===== config.mk =====
export PLATFORM = sky130hd
export DESIGN_NAME = usart_tx_core
export DESIGN_NICKNAME = d
export VERILOG_FILES = /design/src/rtl/usart_tx_pkg.sv /design/src/rtl/utx_baud.sv /design/src/rtl/utx_hold.sv /design/src/rtl/utx_shifter.sv /design/src/rtl/usart_tx_core.sv
export SDC_FILE = /design/constraint.sdc
export NUM_CORES = 1
export LEC_CHECK = 0
export BUFFER_PORTS_ARGS = -buffer_cell sky130_fd_sc_hd__buf_2
export CORE_MARGIN = 1
export CORE_UTILIZATION = 50
export DETAILED_ROUTE_END_ITERATION = 10
export PLACE_DENSITY = 0.8
export SLEW_MARGIN = 20
export SYNTH_ARGS = -nofsm -noshare
export SYNTH_HDL_FRONTEND = slang
export SYNTH_HIERARCHICAL = 1
export SYNTH_SLANG_ARGS = --single-unit

===== constraint.sdc =====
create_clock -name clk -period 7.3 [get_ports clk]
set_input_delay 0.365 -clock clk [delete_from_list [all_inputs] [get_ports clk]]
set_output_delay 0.365 -clock clk [all_outputs]
set_load 0.005 [all_outputs]

===== src/rtl/usart_tx_pkg.sv =====
package usart_tx_pkg;

    localparam int DATA_W  = 8;
    localparam int FRAME_W = 12;
    localparam int CNT_W   = $clog2(FRAME_W + 1);

    typedef struct packed {
        logic       sync_mode;
        logic [1:0] len;
        logic       par_en;
        logic       par_odd;
        logic       stop2;
    } frame_cfg_t;

    typedef struct packed {
        logic [FRAME_W-1:0] bits;
        logic [CNT_W-1:0]   cnt;
    } frame_t;

    // Lays a character out as the bit sequence to send, bit 0 first.
    function automatic frame_t build_frame(input logic [DATA_W-1:0] d,
                                           input frame_cfg_t c);
        frame_t            f;
        int                n;
        int                off;
        int                total;
        logic [DATA_W-1:0] m;
        logic              p;
        n     = 5 + int'(c.len);
        off   = c.sync_mode ? 0 : 1;
        m     = d & ((DATA_W'(1) << n) - DATA_W'(1));
        p     = (^m) ^ c.par_odd;
        f.bits = '1;
        if (!c.sync_mode) begin
            f.bits[0] = 1'b0;
        end
        for (int i = 0; i < DATA_W; i++) begin
            if (i < n) begin
                f.bits[i + off] = m[i];
            end
        end
        if (c.par_en) begin
            f.bits[n + off] = p;
        end
        total = n + off + (c.par_en ? 1 : 0);
        if (!c.sync_mode) begin
            total = total + 1 + (c.stop2 ? 1 : 0);
        end
        f.cnt = CNT_W'(total);
        return f;
    endfunction

endpackage


===== src/rtl/utx_baud.sv =====
module utx_baud #(
    parameter int DIV_MID = 16,
    parameter int DIV_HI  = 64
) (
    input  logic       clk,
    input  logic       rst_n,
    input  logic       txc,
    input  logic       sync_mode,
    input  logic [1:0] rate,
    output logic       tick
);
    localparam int CW = $clog2(DIV_HI);

    typedef struct packed {
        logic          txc;
        logic [CW-1:0] cnt;
    } baud_st_t;

    baud_st_t st_d, st_q;
    logic          fall;
    logic [CW-1:0] last;

    always_comb begin
        st_d = st_q;
        fall = st_q.txc & ~txc;
        if (sync_mode || rate == 2'd0) begin
            last = '0;
        end else if (rate == 2'd1) begin
            last = CW'(DIV_MID - 1);
        end else begin
            last = CW'(DIV_HI - 1);
        end
        tick     = fall && (st_q.cnt >= last);
        st_d.txc = txc;
        if (fall) begin
            st_d.cnt = tick ? '0 : st_q.cnt + CW'(1);
        end
    end

    always_ff @(posedge clk or negedge rst_n) begin
        if (!rst_n) begin
            st_q <= '{txc: 1'b1, cnt: '0};
        end else begin
            st_q <= st_d;
        end
    end

    // bit ticks come from txc falling edges, never two clocks in a row
    a_r4_tick_spacing: assert property (@(posedge clk) disable iff (!rst_n)
        tick |=> !tick);

endmodule


===== src/rtl/utx_hold.sv =====
module utx_hold #(
    parameter int DW = 8
) (
    input  logic          clk,
    input  logic          rst_n,
    input  logic          wr_valid,
    input  logic [DW-1:0] wr_data,
    input  logic          cmd_wr,
    input  logic          load,
    output logic          hold_valid,
    output logic [DW-1:0] hold_data,
    output logic          rdy_flag
);
    typedef struct packed {
        logic          valid;
        logic [DW-1:0] data;
        logic          flag;
    } hold_st_t;

    hold_st_t st_d, st_q;

    always_comb begin
        st_d = st_q;
        if (load) begin
            st_d.valid = 1'b0;
            st_d.flag  = 1'b1;
        end
        if (wr_valid && !st_q.valid) begin
            st_d.valid = 1'b1;
            st_d.data  = wr_data;
            st_d.flag  = 1'b0;
        end
        if (cmd_wr) begin
            st_d.flag = 1'b0;
        end
    end

    always_ff @(posedge clk or negedge rst_n) begin
        if (!rst_n) begin
            st_q <= '{valid: 1'b0, data: '0, flag: 1'b1};
        end else begin
            st_q <= st_d;
        end
    end

    assign hold_valid = st_q.valid;
    assign hold_data  = st_q.data;
    assign rdy_flag   = st_q.flag;

    // the shifter only takes a character that is really held
    a_r5_load_needs_data: assert property (@(posedge clk) disable iff (!rst_n)
        load |-> st_q.valid);
    // a write into a full buffer leaves the held character alone
    a_r8_keep_on_full: assert property (@(posedge clk) disable iff (!rst_n)
        (st_q.valid && wr_valid && !load) |=> $stable(st_q.data));
    // the ready flag never claims readiness while a character waits
    a_r7_flag_implies_empty: assert property (@(posedge clk) disable iff (!rst_n)
        st_q.flag |-> !st_q.valid);

endmodule


===== src/rtl/utx_shifter.sv =====
module utx_shifter
    import usart_tx_pkg::*;
(
    input  logic              clk,
    input  logic              rst_n,
    input  logic              tick,
    input  frame_cfg_t        cfg,
    input  logic              go,
    input  logic              hold_valid,
    input  logic [DATA_W-1:0] hold_data,
    input  logic [DATA_W-1:0] sync_char,
    output logic              load,
    output logic              txd,
    output logic              txe
);
    typedef struct packed {
        logic [FRAME_W-1:0] shreg;
        logic [CNT_W-1:0]   left;
        logic               txd;
        logic               txe;
    } shf_st_t;

    shf_st_t st_d, st_q;
    frame_t  fr;

    always_comb begin
        st_d = st_q;
        load = 1'b0;
        fr   = '0;
        if (cfg.sync_mode) begin
            st_d.txe = 1'b0;
        end
        if (tick) begin
            if (st_q.left != '0) begin
                st_d.txd   = st_q.shreg[0];
                st_d.shreg = {1'b1, st_q.shreg[FRAME_W-1:1]};
                st_d.left  = st_q.left - CNT_W'(1);
            end else if ((hold_valid && go) || cfg.sync_mode) begin
                if (hold_valid && go) begin
                    fr       = build_frame(hold_data, cfg);
                    load     = 1'b1;
                    st_d.txe = 1'b0;
                end else begin
                    fr       = build_frame(sync_char, cfg);
                    st_d.txe = 1'b1;
                end
                st_d.txd   = fr.bits[0];
                st_d.shreg = {1'b1, fr.bits[FRAME_W-1:1]};
                st_d.left  = fr.cnt - CNT_W'(1);
            end else begin
                st_d.txd = 1'b1;
                st_d.txe = 1'b1;
            end
        end
    end

    always_ff @(posedge clk or negedge rst_n) begin
        if (!rst_n) begin
            st_q <= '{shreg: '1, left: '0, txd: 1'b1, txe: 1'b1};
        end else begin
            st_q <= st_d;
        end
    end

    assign txd = st_q.txd;
    assign txe = st_q.txe;

    // the line only moves on a bit tick
    a_r4_txd_on_tick: assert property (@(posedge clk) disable iff (!rst_n)
        !tick |=> $stable(st_q.txd));
    // asynchronous empty means no bits are left to send
    a_r9_txe_means_idle: assert property (@(posedge clk) disable iff (!rst_n)
        (!cfg.sync_mode && st_q.txe) |-> (st_q.left == '0));
    // an idle asynchronous line rests at 1
    a_r2_idle_marking: assert property (@(posedge clk) disable iff (!rst_n)
        (!cfg.sync_mode && st_q.txe) |-> st_q.txd);
    // a sync insertion pulse lasts one clock
    a_r10_txe_single: assert property (@(posedge clk) disable iff (!rst_n)
        (cfg.sync_mode && st_q.txe) |=> !st_q.txe);

endmodule


===== src/rtl/usart_tx_core.sv =====
module usart_tx_core
    import usart_tx_pkg::*;
#(
    parameter int DIV_MID = 16,
    parameter int DIV_HI  = 64
) (
    input  logic              clk,
    input  logic              rst_n,
    input  logic              cfg_sync,
    input  logic [1:0]        cfg_rate,
    input  logic [1:0]        cfg_len,
    input  logic              cfg_par_en,
    input  logic              cfg_par_odd,
    input  logic              cfg_stop2,
    input  logic [DATA_W-1:0] sync_char,
    input  logic              tx_en,
    input  logic              cts_n,
    input  logic              cmd_wr,
    input  logic              wr_valid,
    input  logic [DATA_W-1:0] wr_data,
    input  logic              txc,
    output logic              txd,
    output logic              txrdy_pin,
    output logic              txrdy_stat,
    output logic              txe
);
    frame_cfg_t        fcfg;
    logic              tick;
    logic              load;
    logic              go;
    logic              hold_valid;
    logic [DATA_W-1:0] hold_data;
    logic              rdy_flag;

    assign fcfg = '{sync_mode: cfg_sync, len: cfg_len, par_en: cfg_par_en,
                    par_odd: cfg_par_odd, stop2: cfg_stop2};
    assign go   = tx_en & ~cts_n;

    utx_baud #(.DIV_MID(DIV_MID), .DIV_HI(DIV_HI)) baud_i (
        .clk       (clk),
        .rst_n     (rst_n),
        .txc       (txc),
        .sync_mode (cfg_sync),
        .rate      (cfg_rate),
        .tick      (tick)
    );

    utx_hold #(.DW(DATA_W)) hold_i (
        .clk        (clk),
        .rst_n      (rst_n),
        .wr_valid   (wr_valid),
        .wr_data    (wr_data),
        .cmd_wr     (cmd_wr),
        .load       (load),
        .hold_valid (hold_valid),
        .hold_data  (hold_data),
        .rdy_flag   (rdy_flag)
    );

    utx_shifter shf_i (
        .clk        (clk),
        .rst_n      (rst_n),
        .tick       (tick),
        .cfg        (fcfg),
        .go         (go),
        .hold_valid (hold_valid),
        .hold_data  (hold_data),
        .sync_char  (sync_char),
        .load       (load),
        .txd        (txd),
        .txe        (txe)
    );

    assign txrdy_stat = ~hold_valid;
    assign txrdy_pin  = rdy_flag & go;

    // the gated pin never shows ready while clear-to-send is off
    a_r7_pin_gated: assert property (@(posedge clk) disable iff (!rst_n)
        cts_n |-> !txrdy_pin);
    // the pin copy is never set while the status copy is clear
    a_r6_pin_within_stat: assert property (@(posedge clk) disable iff (!rst_n)
        txrdy_pin |-> txrdy_stat);

endmodule


======== Word-level counts from Yosys, hierarchy flattened ========
Index checks and enable logic that the tools add are counted.
cells by class
  shifts and indexed selects .............. 1
  muxes and demuxes ....................... 153
  bitwise logic cells ..................... 10
  $lt $le $gt $ge ......................... 27
  divide/modulo/power cells ............... 0
  multipliers ............................. 0
  $add $sub $neg .......................... 16
  eq/ne operators ......................... 1
  reductions and logical operators ........ 23
operator list
  cell                                                                                   count
  12-bit two-way mux                                                                     82
  32-bit by 1-bit greater-or-equal comparator with 1-bit output (second input constant)  9
  32-bit by 6-bit less-than comparator with 1-bit output (second input constant)         9
  12-bit bitwise mux                                                                     18
  4-bit by 32-bit adder with 32-bit output (first input constant)                        4
  4-bit by 32-bit less-than comparator with 1-bit output (first input constant)          4
  16-bit two-way mux                                                                     5
  3-bit by 32-bit adder with 32-bit output (first input constant)                        2
  3-bit by 32-bit less-than comparator with 1-bit output (first input constant)          2
  1-bit demux with 4-bit select                                                          9
  2-bit by 32-bit adder with 32-bit output (first input constant)                        1
  1-bit by 32-bit less-than comparator with 1-bit output (first input constant)          1
  2-bit by 32-bit less-than comparator with 1-bit output (first input constant)          1
  1-bit two-way mux                                                                      32
  1-bit by 32-bit << shifter with 8-bit output (first input constant)                    1
  6-bit two-way mux                                                                      3
  17-bit two-way mux                                                                     1
  8-bit AND                                                                              2
  8-bit XOR reduction                                                                    2
  1-bit logical AND                                                                      12
  10-bit two-way mux                                                                     1
  4-bit adder                                                                            2
  4-bit by 1-bit subtractor with 4-bit output (second input constant)                    2
  8-bit by 1-bit subtractor with 8-bit output (second input constant)                    1
  18 further kinds                                                                       25
storage, ports and cells
  memory bits (writable) .................. 0
  register bits after elaboration ......... 35
  latch bits .............................. 0
  output and inout port bits .............. 4
  memories ................................ 0
  ROM bits ................................ 0
  word-level logic and storage cells ...... 240

======== Depth between registers and ports, before layout ========
  word-level depth ........................ 64
  gate-level depth with buffers ........... 14
  depth with buffers taken out ............ 13

======== Cells and area by module ========
The synthesis kept the hierarchy.
by module, submodules not included
  module         instances  cells each  area an instance (um^2)
  utx_shifter    1          220         1747.9
  utx_baud       1          51          535.5
  utx_hold       1          24          409.1
  usart_tx_core  1          3           18.8

======== Worst setup path after synthesis ========
OpenSTA, ideal clock, no wires.
  path kind ............................... input to register
  start point ............................. input port cfg_sync
  end point ............................... register shf_i/st_q[4] (netlist bit)
  setup slack ............................. 4.533 ns
  data required time ...................... 7.172 ns
  arrival time ............................ 2.639 ns
  setup time .............................. 0.128 ns
  stages on the path ...................... 10
  path buffers ............................ 0
  cells stage by stage .................... clkinv_1 ha_1 fa_1 ha_1 ha_1 mux2_2 a21oi_1 ha_1 xor2_1 o21ai_0
on the way
  cells in the longest elaborated chain, start to end .. 13
RTL lines
  what                                         RTL line            source
  start: declaration                           usart_tx_core.sv:9  input logic cfg_sync,
  1-bit two-way mux                            usart_tx_pkg.sv:30  off = c.sync_mode ? 0 : 1;
  4-bit by 1-bit adder with 5-bit output       --
  4-bit adder                                  usart_tx_pkg.sv:45  total = n + off + (c.par_en ? 1 : 0);
  4-bit by 2-bit adder with 4-bit output       usart_tx_pkg.sv:47  total = total + 1 + (c.stop2 ? 1 : 0);
  4-bit adder                                  usart_tx_pkg.sv:47
  4-bit two-way mux                            usart_tx_pkg.sv:46  if (!c.sync_mode) begin
  16-bit two-way mux                           utx_shifter.sv:39   if (hold_valid && go) begin
  16-bit two-way mux                           utx_shifter.sv:38   end else if ((hold_valid && go) || cfg.sync_mode) begin
  16-bit two-way mux                           utx_shifter.sv:34   if (st_q.left != '0) begin
  16-bit two-way mux                           utx_shifter.sv:33   if (tick) begin
  4-bit by 1-bit subtractor with 4-bit output  utx_shifter.sv:49   st_d.left = fr.cnt - CNT_W'(1);
  16-bit two-way mux                           utx_shifter.sv:38
  17-bit two-way mux                           utx_shifter.sv:34
  end signal: assignment                       utx_shifter.sv:59   st_q <= '{shreg: '1, left: '0, txd: 1'b1, txe: 1'b1};
  end signal: assignment                       utx_shifter.sv:61   st_q <= st_d;
  end: declaration                             utx_shifter.sv:23   shf_st_t st_d, st_q;
Several ways; a longest one is shown, not always the timed one. The select of a mux whose other input is x is not followed.
A chain may end at the register's enable or synchronous reset.

======== Final worst setup path ========
Same ends and word-level chain as after synthesis.

==> results.txt <==
Initial antenna violation count = 0
Clk pin slew, worst setup/hold paths = 0.08 ns
Total Routed Length = 5663 um
Synth unique cells = 55
Mapped Cells = 298
# setup viols final = 0
Most instantiated cells after synthesis = nand2_1, a21oi_1, ha_1, nor2_1, dfrtp_1
Critical path's top delay family = adder cells
DR WL/cell = 14.19 um
Sequential area share after synthesis = 0.3207
Initial DRC Count = 140
Setup bufs post-CTS = 0
Largest family of logic cells by synthesized area = simple AND/OR/NAND/NOR gates
Layout Nets = 381
Fin crit share = 0.4531
CTS Buf Count = 5
Highest metal used = met4
Routed vias = 2222
CP max-delay cell = fa_1
Ys Warns = 6
Kind of critical path = in -> reg
Synth Flop Type = dfrtp_1
Cell mode on critical path = ha_1
DRC viols = 0
EDFF count, synth = 0
Chip width = 75.64 um
Row cnt = 26
Ports = 35
Antenna Diode Count = 0
Clock Latency Late Sink = 0.29 ns
Post-Route Setup TNS = 0 ns
First-pass GRT wire length = 9390 um
Antenna Violating Nets Remaining = 0
Outcome = complete, no violations
RSZ-0062 raised after global routing = false
Dpl hpwl = 4386 um
Area contributors post-synth = dfrtp_1, dfstp_2, ha_1
Root buf cell = clkbuf_8
Avg Cell Area, Syn = 9.098 um2
Fmax = 302.3 MHz
Pins over their slew limit = 0
WP depth = 11
Top-count cell post-synth = nand2_1
Vias per cell = 5.569
Worst path max stage delay = 0.52 ns
Wl on met1 = 2602 um
Met2 WL = 2803 um
H-tree levels = 2
Cells on worst reg2reg path = 11
Worst EP required = 7.44 ns
Period minus WS final = 3.308 ns
Final hold vios = 0
Setup ws final = 3.992 ns
HP Class = in -> async
Clk sink count = 34
Simple-Gate Fraction of Synth Area = 0.2072
Max-slew headroom = 0.4427
Worst Skew = 0.008382 ns
Worst-Margin Slew = 0.8291 ns
WP data arrival = 3.45 ns
Pleak = 0.001373 uW
Layout cells sized above 1 = 0.2553
Peak VDD IR = 0.2167 mV
Fillers = 440
Syn Std Cell Area = 2711 um2
Largest net degree at the start of global routing = 35
Compound-gate portion of the synthesized area = 0.1721
Post-synth top area share = 0.1754
Crit path buffers/inverters = 2
PostCTS Resize Cnt = 0
# port buffers = 34
CP max FO = 24
Hold slack final = 0.1319 ns
CTS Buffer Depth = 2
Crit path launch type = input port
R2r setup slk = 4.47 ns
Core box area = 5172 um2
Worst setup EP type = flop
Setup slack at placement = 3.744 ns
GRT Overall Usage = 0.2206
Hold-fix buffers, CTS = 0
PwrDens = 306.9 nW/um2
Vias in the first global route = 2054
Die Ht = 75.64 um
Max-cap violations = 0
Async set-or-reset flop fraction in the synthesized netlist = 1.000
Post-Synth Adder-Cell Area = 0.1043
CTS tree = yes
Synth area leader = dfrtp_1
Final RePlAce weighted congestion = 0.8627
Post-synthesis mux area share = 0.06368
FF+latch count, synth = 34
TritonRoute pass-1 iters = 4
Starting Density = 0.5242
XOR/XNOR Fraction of Synth Area = 0.08906
Area Overhead vs Synth = 12.51%
Met3 wire length = 206 um
Die footprint = 5721 um2
Grt total ovfl = 0
CP Cell Sequence = buf_2, clkinv_1, ha_1, fa_1, ha_1, ha_1, mux2_2, a21oi_1, ha_1, xor2_1, o21ai_0
[area by class of cell]
class / count / area [um2] / area share
clock inverter: 3 / 68.82 / 0.02256
multi-input combinational: 239 / 1733 / 0.5681
tap: 70 / 87.58 / 0.02871
sequential: 34 / 869.6 / 0.2851
inverter: 14 / 52.55 / 0.01723
clock buffer: 5 / 68.82 / 0.02256
timing repair buffer: 34 / 170.2 / 0.05578
[cells by family after synthesis]
family / count (synthesis)
flops: 34
fa+ha+maj: 22
mux: 13
simple gates: 111
compound gates: 69
buf+inv: 26
other cells: 1
xor+xnor: 22
[worst paths after layout]
| path | to | from |
|---|---|---|
| worst max-delay path | shf_i/st_q[4]$_DFFE_PN0P_ | cfg_sync |
| worst min-delay path | baud_i/st_q[0]$_DFFE_PN0P_ | rst_n |
| worst max register to register | shf_i/st_q[10]$_DFFE_PN1P_ | baud_i/st_q[0]$_DFFE_PN0P_ |
| worst min register to register | shf_i/st_q[10]$_DFFE_PN1P_ | shf_i/st_q[10]$_DFFE_PN1P_ |
| max in group asynchronous | shf_i/st_q[2]$_DFFE_PN0P_ | rst_n |
| min in group clk | baud_i/st_q[6]$_DFF_PN1_ | txc |
[layout by cell type (no fill, tap or decap), drive strengths merged, types with 2 or more instances in the layout]
| master | count |
|---|---|
| o22ai | 3 |
| o211ai | 6 |
| xor2 | 8 |
| mux2i | 3 |
| o2111ai | 2 |
| dfrtp | 19 |
| nand4 | 5 |
| xnor2 | 11 |
| a211oi | 4 |
| xnor3 | 3 |
| and3 | 4 |
| nand2b | 5 |
| dfstp | 15 |
| clkinv | 2 |
| a31oi | 3 |
| nor2b | 9 |
| clkbuf | 5 |
| nand2 | 35 |
| inv | 13 |
| o21ai | 14 |
| or2 | 2 |
| o31ai | 4 |
| nand3b | 2 |
| bufinv | 2 |
| mux2 | 10 |
| nor2 | 26 |
| ha | 21 |
| nor3 | 7 |
| nand3 | 11 |
| a21oi | 27 |
| conb | 2 |
| buf | 34 |
[report_power, final]
part	internal [uW]	leakage, uW	switching (uW)
Clock	137	0.0000683	72.6
Combinational	182	0.000911	206
Sequential	279	0.000394	59.0
[routing by layer]
metal / vias up / GRT usage
li1: 1112 / -
met2: 51 / 0.3740
met3: 7 / 0.04365
met1: 1052 / 0.2906
met5: - / 0
met4: 0 / 0.05556
[registers in the layout, indices dropped and copies added (netlist names)]
signal             cells
hold_i/hold_valid      1
baud_i/st_q            7
hold_i/hold_data       8
shf_i/txd              1
shf_i/txe              1
shf_i/st_q            15
hold_i/rdy_flag        1
[per-stage QoR]
step	std cells	total power, uW	utilization	area (um2)
finish	399	936.0	0.5897	3050
global route	399	1004	0.5897	3050
detailed placement	391	725.1	0.5631	2913
CTS	399	938.0	0.5897	3050
floorplan	299	638.1	-	2715
global placement	391	708.0	0.5631	2913
Note: power is estimated with default switching activity, not from simulation.
